## src/rtl/dsc_pkg.sv

```systemverilog
package dsc_pkg;

  typedef enum logic [1:0] {
    ST_IDLE    = 2'd0,
    ST_BUSY_RD = 2'd1,
    ST_BUSY_WR = 2'd2
  } dsc_state_e;

  localparam logic [1:0] SEQ_LOAD  = 2'b01;
  localparam logic [1:0] SEQ_STORE = 2'b10;
  localparam logic [1:0] RSP_DATA  = 2'b01;
  localparam logic [1:0] RSP_ACK   = 2'b10;
  localparam logic       DIR_READ  = 1'b0;
  localparam logic       DIR_WRITE = 1'b1;

endpackage

```

## src/rtl/dsc_fsm.sv

```systemverilog
module dsc_fsm
  import dsc_pkg::*;
(
  input  logic       clk,
  input  logic       rst_n,
  input  logic       acc_load,
  input  logic       acc_store,
  input  logic       bad_req,
  input  logic       done_rd,
  input  logic       done_wr,
  output dsc_state_e state,
  output logic       err_req
);

  dsc_state_e state_d;
  logic       err_req_d;

  always_comb begin
    state_d = state;
    unique case (state)
      ST_IDLE: begin
        if (acc_load)       state_d = ST_BUSY_RD;
        else if (acc_store) state_d = ST_BUSY_WR;
      end
      ST_BUSY_RD: if (done_rd) state_d = ST_IDLE;
      ST_BUSY_WR: if (done_wr) state_d = ST_IDLE;
      default:    state_d = ST_IDLE;
    endcase
  end

  always_comb begin
    err_req_d = err_req | bad_req;
  end

  always_ff @(posedge clk or negedge rst_n) begin
    if (!rst_n) begin
      state   <= ST_IDLE;
      err_req <= 1'b0;
    end else begin
      state   <= state_d;
      err_req <= err_req_d;
    end
  end

endmodule

```

## src/rtl/dsc_send_slot.sv

```systemverilog
module dsc_send_slot #(
  parameter int PADDR_W    = 40,
  parameter int LADDR_W    = 34,
  parameter int DATA_W     = 64,
  parameter int LEN_W      = 8,
  parameter int SEND_DELAY = 6
) (
  input  logic               clk,
  input  logic               rst_n,
  input  logic               load,
  input  logic               in_kind,
  input  logic [PADDR_W-1:0] in_paddr,
  input  logic [LADDR_W-1:0] in_laddr,
  input  logic [DATA_W-1:0]  in_data,
  input  logic [LEN_W-1:0]   in_len,
  input  logic               out_ready,
  output logic               out_valid,
  output logic               out_kind,
  output logic [PADDR_W-1:0] out_paddr,
  output logic [LADDR_W-1:0] out_laddr,
  output logic [DATA_W-1:0]  out_data,
  output logic [LEN_W-1:0]   out_len,
  output logic               pend
);

  localparam int CNT_W = (SEND_DELAY < 1) ? 1 : $clog2(SEND_DELAY + 1);
  localparam logic [CNT_W-1:0] DLY = CNT_W'(SEND_DELAY);

  logic [CNT_W-1:0] cnt, cnt_d;
  logic             pend_d;
  logic             cnt_zero;

  assign cnt_zero  = (cnt == '0);
  assign out_valid = pend & cnt_zero;

  // Timer and pending flag: the delay is loaded when the request is
  // accepted and counts to zero; the slot then offers the message.
  always_comb begin
    cnt_d  = cnt;
    pend_d = pend;
    if (load) begin
      pend_d = 1'b1;
      cnt_d  = DLY;
    end else if (pend && !cnt_zero) begin
      cnt_d = cnt - 1'b1;
    end else if (out_valid && out_ready) begin
      pend_d = 1'b0;
    end
  end

  always_ff @(posedge clk or negedge rst_n) begin
    if (!rst_n) begin
      cnt  <= '0;
      pend <= 1'b0;
    end else begin
      cnt  <= cnt_d;
      pend <= pend_d;
    end
  end

  // Message payload: a data path without reset, written only on accept.
  always_ff @(posedge clk) begin
    if (load) begin
      out_kind  <= in_kind;
      out_paddr <= in_paddr;
      out_laddr <= in_laddr;
      out_data  <= in_data;
      out_len   <= in_len;
    end
  end

endmodule

```

## src/rtl/dsc_rsp_unit.sv

```systemverilog
module dsc_rsp_unit
  import dsc_pkg::*;
#(
  parameter int LADDR_W = 34,
  parameter int DATA_W  = 64
) (
  input  logic               clk,
  input  logic               rst_n,
  input  dsc_state_e         state,
  input  logic               pend,
  input  logic [LADDR_W-1:0] out_laddr,
  input  logic               rsp_valid,
  input  logic [1:0]         rsp_kind,
  input  logic [LADDR_W-1:0] rsp_laddr,
  input  logic [DATA_W-1:0]  rsp_data,
  output logic               done_rd,
  output logic               done_wr,
  output logic               rdata_valid,
  output logic [DATA_W-1:0]  rdata,
  output logic               wack,
  output logic               err_proto
);

  logic delivered;
  logic addr_hit;
  logic proto_bad;
  logic err_proto_d;

  // A response can match only once the request has left the slot.
  assign delivered = (state != ST_IDLE) && !pend;
  assign addr_hit  = (rsp_laddr == out_laddr);

  always_comb begin
    done_rd = rsp_valid && delivered && addr_hit &&
              (state == ST_BUSY_RD) && (rsp_kind == RSP_DATA);
    done_wr = rsp_valid && delivered && addr_hit &&
              (state == ST_BUSY_WR) && (rsp_kind == RSP_ACK);
    proto_bad   = rsp_valid && !done_rd && !done_wr;
    err_proto_d = err_proto | proto_bad;
  end

  always_ff @(posedge clk or negedge rst_n) begin
    if (!rst_n) begin
      rdata_valid <= 1'b0;
      wack        <= 1'b0;
      err_proto   <= 1'b0;
    end else begin
      rdata_valid <= done_rd;
      wack        <= done_wr;
      err_proto   <= err_proto_d;
    end
  end

  always_ff @(posedge clk) begin
    if (done_rd) rdata <= rsp_data;
  end

endmodule

```

## src/rtl/dma_single_ctrl.sv

```systemverilog
module dma_single_ctrl
  import dsc_pkg::*;
#(
  parameter int                PADDR_W    = 40,
  parameter int                LADDR_W    = 34,
  parameter int                DATA_W     = 64,
  parameter int                LEN_W      = 8,
  parameter int                ID_W       = 4,
  parameter logic [ID_W-1:0]   REQ_ID     = 3,
  parameter int                SEND_DELAY = 6
) (
  input  logic               clk,
  input  logic               rst_n,
  input  logic               seq_valid,
  output logic               seq_ready,
  input  logic [1:0]         seq_kind,
  input  logic [PADDR_W-1:0] seq_paddr,
  input  logic [LADDR_W-1:0] seq_laddr,
  input  logic [DATA_W-1:0]  seq_data,
  input  logic [LEN_W-1:0]   seq_len,
  output logic               dir_req_valid,
  input  logic               dir_req_ready,
  output logic               dir_req_kind,
  output logic [PADDR_W-1:0] dir_req_paddr,
  output logic [LADDR_W-1:0] dir_req_laddr,
  output logic [ID_W-1:0]    dir_req_id,
  output logic [DATA_W-1:0]  dir_req_data,
  output logic [LEN_W-1:0]   dir_req_len,
  input  logic               rsp_valid,
  output logic               rsp_ready,
  input  logic [1:0]         rsp_kind,
  input  logic [LADDR_W-1:0] rsp_laddr,
  input  logic [DATA_W-1:0]  rsp_data,
  output logic               seq_rdata_valid,
  output logic [DATA_W-1:0]  seq_rdata,
  output logic               seq_wack,
  output logic               err_req,
  output logic               err_proto
);

  dsc_state_e state;
  logic       seq_fire;
  logic       acc_load;
  logic       acc_store;
  logic       bad_req;
  logic       done_rd;
  logic       done_wr;
  logic       pend;

  assign seq_ready  = (state == ST_IDLE);
  assign seq_fire   = seq_valid && seq_ready;
  assign acc_load   = seq_fire && (seq_kind == SEQ_LOAD);
  assign acc_store  = seq_fire && (seq_kind == SEQ_STORE);
  assign bad_req    = seq_fire && !acc_load && !acc_store;
  assign rsp_ready  = 1'b1;
  assign dir_req_id = REQ_ID;

  dsc_fsm u_fsm (
    .clk       (clk),
    .rst_n     (rst_n),
    .acc_load  (acc_load),
    .acc_store (acc_store),
    .bad_req   (bad_req),
    .done_rd   (done_rd),
    .done_wr   (done_wr),
    .state     (state),
    .err_req   (err_req)
  );

  dsc_send_slot #(
    .PADDR_W    (PADDR_W),
    .LADDR_W    (LADDR_W),
    .DATA_W     (DATA_W),
    .LEN_W      (LEN_W),
    .SEND_DELAY (SEND_DELAY)
  ) u_slot (
    .clk       (clk),
    .rst_n     (rst_n),
    .load      (acc_load || acc_store),
    .in_kind   (acc_store ? DIR_WRITE : DIR_READ),
    .in_paddr  (seq_paddr),
    .in_laddr  (seq_laddr),
    .in_data   (seq_data),
    .in_len    (seq_len),
    .out_ready (dir_req_ready),
    .out_valid (dir_req_valid),
    .out_kind  (dir_req_kind),
    .out_paddr (dir_req_paddr),
    .out_laddr (dir_req_laddr),
    .out_data  (dir_req_data),
    .out_len   (dir_req_len),
    .pend      (pend)
  );

  dsc_rsp_unit #(
    .LADDR_W (LADDR_W),
    .DATA_W  (DATA_W)
  ) u_rsp (
    .clk         (clk),
    .rst_n       (rst_n),
    .state       (state),
    .pend        (pend),
    .out_laddr   (dir_req_laddr),
    .rsp_valid   (rsp_valid),
    .rsp_kind    (rsp_kind),
    .rsp_laddr   (rsp_laddr),
    .rsp_data    (rsp_data),
    .done_rd     (done_rd),
    .done_wr     (done_wr),
    .rdata_valid (seq_rdata_valid),
    .rdata       (seq_rdata),
    .wack        (seq_wack),
    .err_proto   (err_proto)
  );

endmodule

```

## config.mk

```make
export PLATFORM = sky130hd
export DESIGN_NAME = dma_single_ctrl
export DESIGN_NICKNAME = d
export VERILOG_FILES = /design/src/rtl/dsc_pkg.sv /design/src/rtl/dsc_fsm.sv /design/src/rtl/dsc_send_slot.sv /design/src/rtl/dsc_rsp_unit.sv /design/src/rtl/dma_single_ctrl.sv
export SDC_FILE = /design/constraint.sdc
export NUM_CORES = 1
export LEC_CHECK = 0
export BUFFER_PORTS_ARGS = -buffer_cell sky130_fd_sc_hd__buf_2
export CAP_MARGIN = 20
export CORE_AREA = 3 3 182 184
export CTS_CLUSTER_SIZE = 20
export DETAILED_ROUTE_END_ITERATION = 16
export DIE_AREA = 0 0 185 187
export PLACE_DENSITY = 0.46
export SKIP_CTS_REPAIR_TIMING = 1
export SYNTH_ARGS = -nofsm -noshare
export SYNTH_HDL_FRONTEND = slang
export SYNTH_HIERARCHICAL = 1
export SYNTH_SLANG_ARGS = --single-unit
```

## constraint.sdc

```tcl
create_clock -name clk -period 8.9 [get_ports clk]
set_clock_uncertainty 0.05 [all_clocks]
set_input_delay 0 -clock clk [delete_from_list [all_inputs] [get_ports clk]]
set_output_delay 0 -clock clk [all_outputs]
set_load 0.01 [all_outputs]
```

### Word-level counts from Yosys, hierarchy flattened

Index checks and enable logic that the tools add are counted.

* word-level logic and storage cells: 69
* output and inout bits: 222
* register bits after elaboration: 221
* bits of input ports: 253

* bitwise gates (word level): 3
* add/subtract/negate cells: 1
* equality and inequality tests: 11
* muxes and demuxes: 11
* reduce and logical (&&, ||, !) cells: 30

Operator list (count)
* $eq A34 B34 Y1: 1
* $logic_and A1 B1 Y1: 16
* $mux W2: 4
* $eq A2 B1 Y1 const B: 3
* $eq A2 B2 Y1 const B: 3
* $logic_not A1 Y1: 6
* $mux W3: 2
* $ne A2 B1 Y1 const B: 3
* $pmux W2 S3: 1
* $reduce_bool A2 Y1: 3
* $mux W1: 4
* $logic_not A3 Y1: 1
* $ne A3 B1 Y1 const B: 1
* $reduce_and A3 Y1: 1
* $sub A3 B1 Y3 const B: 1
* $logic_not A2 Y1: 1
* $or A1 B1 Y1: 2
* $reduce_and A2 Y1: 1
* $and A1 B1 Y1: 1
* $logic_or A1 B1 Y1: 1

### Longest topological paths before layout

* word-level depth: 10
* mapped depth: 7
* mapped depth without buffers: 7

### By module

The synthesis kept the hierarchy.

Modules (own cells, without submodules)
* dsc_send_slot: seq. area each 4514.3 µm², instances 1, cells an instance 170, area each 4647.0 µm²
* dsc_rsp_unit: seq. area each 1996.9 µm², instances 1, cells an instance 121, area each 2423.6 µm²
* dsc_fsm: seq. area each 75.1 µm², instances 1, cells an instance 10, area each 123.9 µm²
* dma_single_ctrl: seq. area each 0.0 µm², instances 1, cells an instance 14, area each 103.8 µm²

### Least setup slack after synthesis

OpenSTA, ideal clock, no wires.

* path kind: reg2reg
* from: register u_fsm.state[1]
* to: register u_slot.cnt[0]
* data required time: 8.725 ns
* setup slack: 0.995 ns
* period minus slack after synthesis: 7.905 ns
* path buffers: 0
* data arrival time: 7.730 ns
* cell stages (with the launch flop): 5
* library setup time: 0.125 ns
* cell sequence: dfrtp_1 > or3b_4 > nor2_1 > nor2_1 > a31o_1

* longest elaborated chain between the ends: 5
* elaborated cells on any way between the ends: 7
* those cells by class: 1 x mux; 6 x reduce/logical

RTL lines
* start: declaration: line dsc_fsm.sv:11 `output dsc_state_e state,`
* start signal: assignment: line dsc_fsm.sv:40 `state <= state_d;`
* $logic_not A2 Y1 (*): line dma_single_ctrl.sv:50 `assign seq_ready = (state == ST_IDLE);`
* $logic_and A1 B1 Y1 (*): line dma_single_ctrl.sv:51 `assign seq_fire = seq_valid && seq_ready;`
* $logic_and A1 B1 Y1 (on tied branches): line dma_single_ctrl.sv:52, dma_single_ctrl.sv:53
* $logic_or A1 B1 Y1 (*): line dma_single_ctrl.sv:79 `.load (acc_load || acc_store),`
* $mux W3 / $reduce_bool A2 Y1 (equally long branches)
* end signal: assignment: line dsc_send_slot.sv:56 `cnt <= cnt_d;`
* end: declaration: line dsc_send_slot.sv:29 `logic [CNT_W-1:0] cnt, cnt_d;`

Mark *: on every way between the ends. The rest lies on a longest branch, timed or not.
A chain may end at the register's enable or synchronous reset.

### Final worst setup path

* from: register u_slot.out_laddr[26]
* to: register u_rsp.rdata[31], enable pin

* longest elaborated chain between the ends: 4

RTL lines
* start: declaration: line dsc_send_slot.sv:20 `output logic [LADDR_W-1:0] out_laddr,`
* start signal: assignment: line dsc_send_slot.sv:66 `out_laddr <= in_laddr;`
* $eq A34 B34 Y1: line dsc_rsp_unit.sv:31 `assign addr_hit = (rsp_laddr == out_laddr);`
* $logic_and A1 B1 Y1 (2 in a row): line dsc_rsp_unit.sv:34 `done_rd = rsp_valid && delivered && addr_hit &&`
* $logic_and A1 B1 Y1: line dsc_rsp_unit.sv:35 `(state == ST_BUSY_RD) && (rsp_kind == RSP_DATA);`
* via done_rd: line dma_single_ctrl.sv:46 `logic done_rd;`
* end signal: assignment: line dsc_rsp_unit.sv:55 `if (done_rd) rdata <= rsp_data;`
* end: declaration: line dsc_rsp_unit.sv:19 `output logic [DATA_W-1:0] rdata,`

The timed path passes the listed nets, and every way through them passes these cells.

==> impl_metrics.py <==
metrics = {
    "status": {
        "status": "finished clean",
    },
    "pwr": {
        "irDropWorstVdd_mv": 0.151,
        "p_leak_nw": 5.42,
        "powerDensity_nw_per_um2": 207,
        "finalPower_mw": 2.73,
    },
    "floorplan": {
        "die_area_sq_um": 34600,
        "die_h_microns": 187,
        "io_pins": 475,
        "fp.coreArea_sq_um": 31600,
        "rows": 65,
        "initial_core_util": 0.231,
        "fp.dieW_microns": 185,
    },
    "detailed_routing": {
        "drc": 0,
        "drtIter0Drc": 178,
        "post_drt_wl_per_cell_microns": 17.3,
        "first_pass_iters": 4,
        "postRouteAntennaNets": 0,
        "vias_per_cell": 3.89,
        "routed_wl_mm": 25.1,
        "vias": 5655,
    },
    "yosys": {
        "synthesis.area_sq_um": 7300,
        "ys_seq_area_frac": 0.902,
        "syn_avg_cell_area_sq_um": 23.2,
        "yosysTopAreaCellShare": 0.868,
        "synthCells": 315,
        "yosys.area.top_type": "edfxtp_1",
        "synthTopCellsByArea": "edfxtp_1 87%, xnor2_1 4.0%, dfrtp_1 3.4%",
        "synth.distinct_cells": 32,
        "synth_seq_cells": 221,
        "ys_warn_count": 6,
    },
    "final_layout": {
        "final_cell_mix": "469 x buf_2, 220 x dlygate4sd3_1, 211 x edfxtp_1",
        "fillerInstances": 2870,
        "finalCoreUtilization": 0.416,
        "layout-drive-gt1-share": 0.489,
        "area_growth_pct": 80.1,
        "final_common_cell": "buf_2",
        "final_area_sq_um": 13100,
        "final_nets": 1287,
        "stdcell_count": 1452,
    },
    "timing": {
        "tightest_slew_ns": 1.04,
        "period_needed_ns": 2.72,
        "rsz0062_at_grt": "no",
        "final_max_slew_viol_count": 0,
        "fmax_mhz": 368,
        "finalCritPeriodShare": 0.305,
        "tns_ns": 0,
        "relSlewSlack": 0.310,
        "worst_slack_ns": 6.18,
        "fin_hold_ws_ns": 0.0174,
        "setup_violations": 0,
        "finalHoldViolCount": 0,
    },
    "place": {
        "dpl_cell_area_sq_um": 10200,
        "hpwl_mm": 17.6,
        "portBuffers": 469,
        "place_congestion": 0.722,
        "place_ws_ns": 6.14,
        "dp_cells": 1187,
    },
    "grt": {
        "overflow": 0,
        "antenna_found_initial": 3,
        "grtUsageTotal": 0.123,
        "grt_max_degree": 78,
        "grt_pass1_wl_mm": 31.9,
        "grt_pass1_vias": 5050,
    },
    "clocking": {
        "cts_root_buf": "clkbuf_16",
        "clk_pin_slew_ns": 0.06,
        "clock_sink_count": 221,
        "worstSkewPairLatency_ns": 0.51,
        "cts_buffers": 25,
        "htreeDepth": 1,
        "cts_buffer_depth": 3,
        "cts_tree": "built",
    },
    "run": {
        "cap_violations": 0,
    },
    "worst_setup_path": {
        "worstSetupEndpointType": "register",
        "cp_max_fo": 66,
        "crit_required_ns": 8.99,
        "worstPathArrival_ns": 2.80,
        "crit_type": "reg2reg",
        "cp-start-kind": "register",
    },
    "hold_path": {
        "hold_class": "in2reg",
    },
}
[state kept, by name, summed over array words and instances (netlist names), 2 cells and up]
register and flops:
u_slot/out_paddr 40, u_slot/out_len 8, u_rsp/rdata 64, u_slot/out_laddr 34, u_slot/cnt 3, u_fsm/state 2, u_slot/out_data 64
[area by class of cell]
class                      instances  area, sq um  share of cell area
sequential                       221         6590               0.501
timing repair buffer             692         4570               0.348
multi-input combinational         87          682              0.0519
clock buffer                      34          659              0.0502
tap                              402          503              0.0383
clock inverter                     8          114             0.00866
inverter                           5         18.8             0.00143
antenna                            3         7.51            0.000571
[synthesized netlist by cell type]
library cell and instances:
o2111ai_1 1, buf_4 5, xor2_1 2, a21oi_1 2
nor3_1 2, nand2b_1 3, nor2_1 6, o21ai_0 1
nor2b_1 1, a21oi_2 1, nor4_1 2, nand4_1 7
nor3b_2 2, nand2b_4 1, or3b_1 1, or4bb_1 2
a211oi_2 1, inv_1 5, ha_1 2, a31o_1 1
nand3_1 2, or3b_4 1, dfrtp_1 10, edfxtp_1 211
xnor2_1 33, conb_1 2, a211o_1 2, o21bai_1 1
or2b_1 1, and3_1 2, nand2_2 1, or2_2 1
[path summary, 6_finish.rpt]
path,startpoint,end,slack [ns],cells after the start
hold reg to reg,u_fsm/err_req,u_fsm/err_req,0.43,1
hold / removal,rsp_laddr[27],u_rsp/wack,0.02,6
max in group asynchronous,rst_n,u_rsp/rdata_valid,7.95,3
setup reg to reg,u_slot/out_laddr[26],u_rsp/rdata[31],6.18,6
min in group asynchronous,rst_n,u_slot/cnt[0],0.50,3
setup / recovery,u_slot/out_laddr[26],u_rsp/rdata[31],6.18,6
[report_power, final]
group	internal (mW)	switching, mW
Combinational	0.203	0.217
Clock	0.600	0.395
Sequential	1.27	0.0426
[layer usage]
layer,up-vias,wire length (microns),GRT usage,part of all wire
li1,2651,-,-,-
met1,2645,8880,0.123,0.35
met2,317,13000,0.223,0.52
met3,42,2450,0.0583,0.098
met4,0,748,0.0387,0.030
met5,-,0,0,0
[kinds of logic (layout without fill, tap and decap cells)]
logic type / after synthesis / count (layout) / share of synthesized area
other cells: 2 / 8 / 0.00103
buf+inv: 10 / 739 / 0.00772
xor+xnor: 35 / 35 / 0.0420
flops: 221 / 221 / 0.902
fa+ha+maj: 2 / 2 / 0.00343
simple gates: 35 / 35 / 0.0326
compound gates: 10 / 10 / 0.0108
[critical path, cell delays in order, from the launching register on]
cell and delay, ns:
edfxtp_1 0.41, xnor2_1 0.18, nand4_1 0.17, nor4_1 0.45, nand3_1 0.27, nor2_4 0.13
buf_4 0.62
No activity file was read; power rests on OpenSTA's default activity.
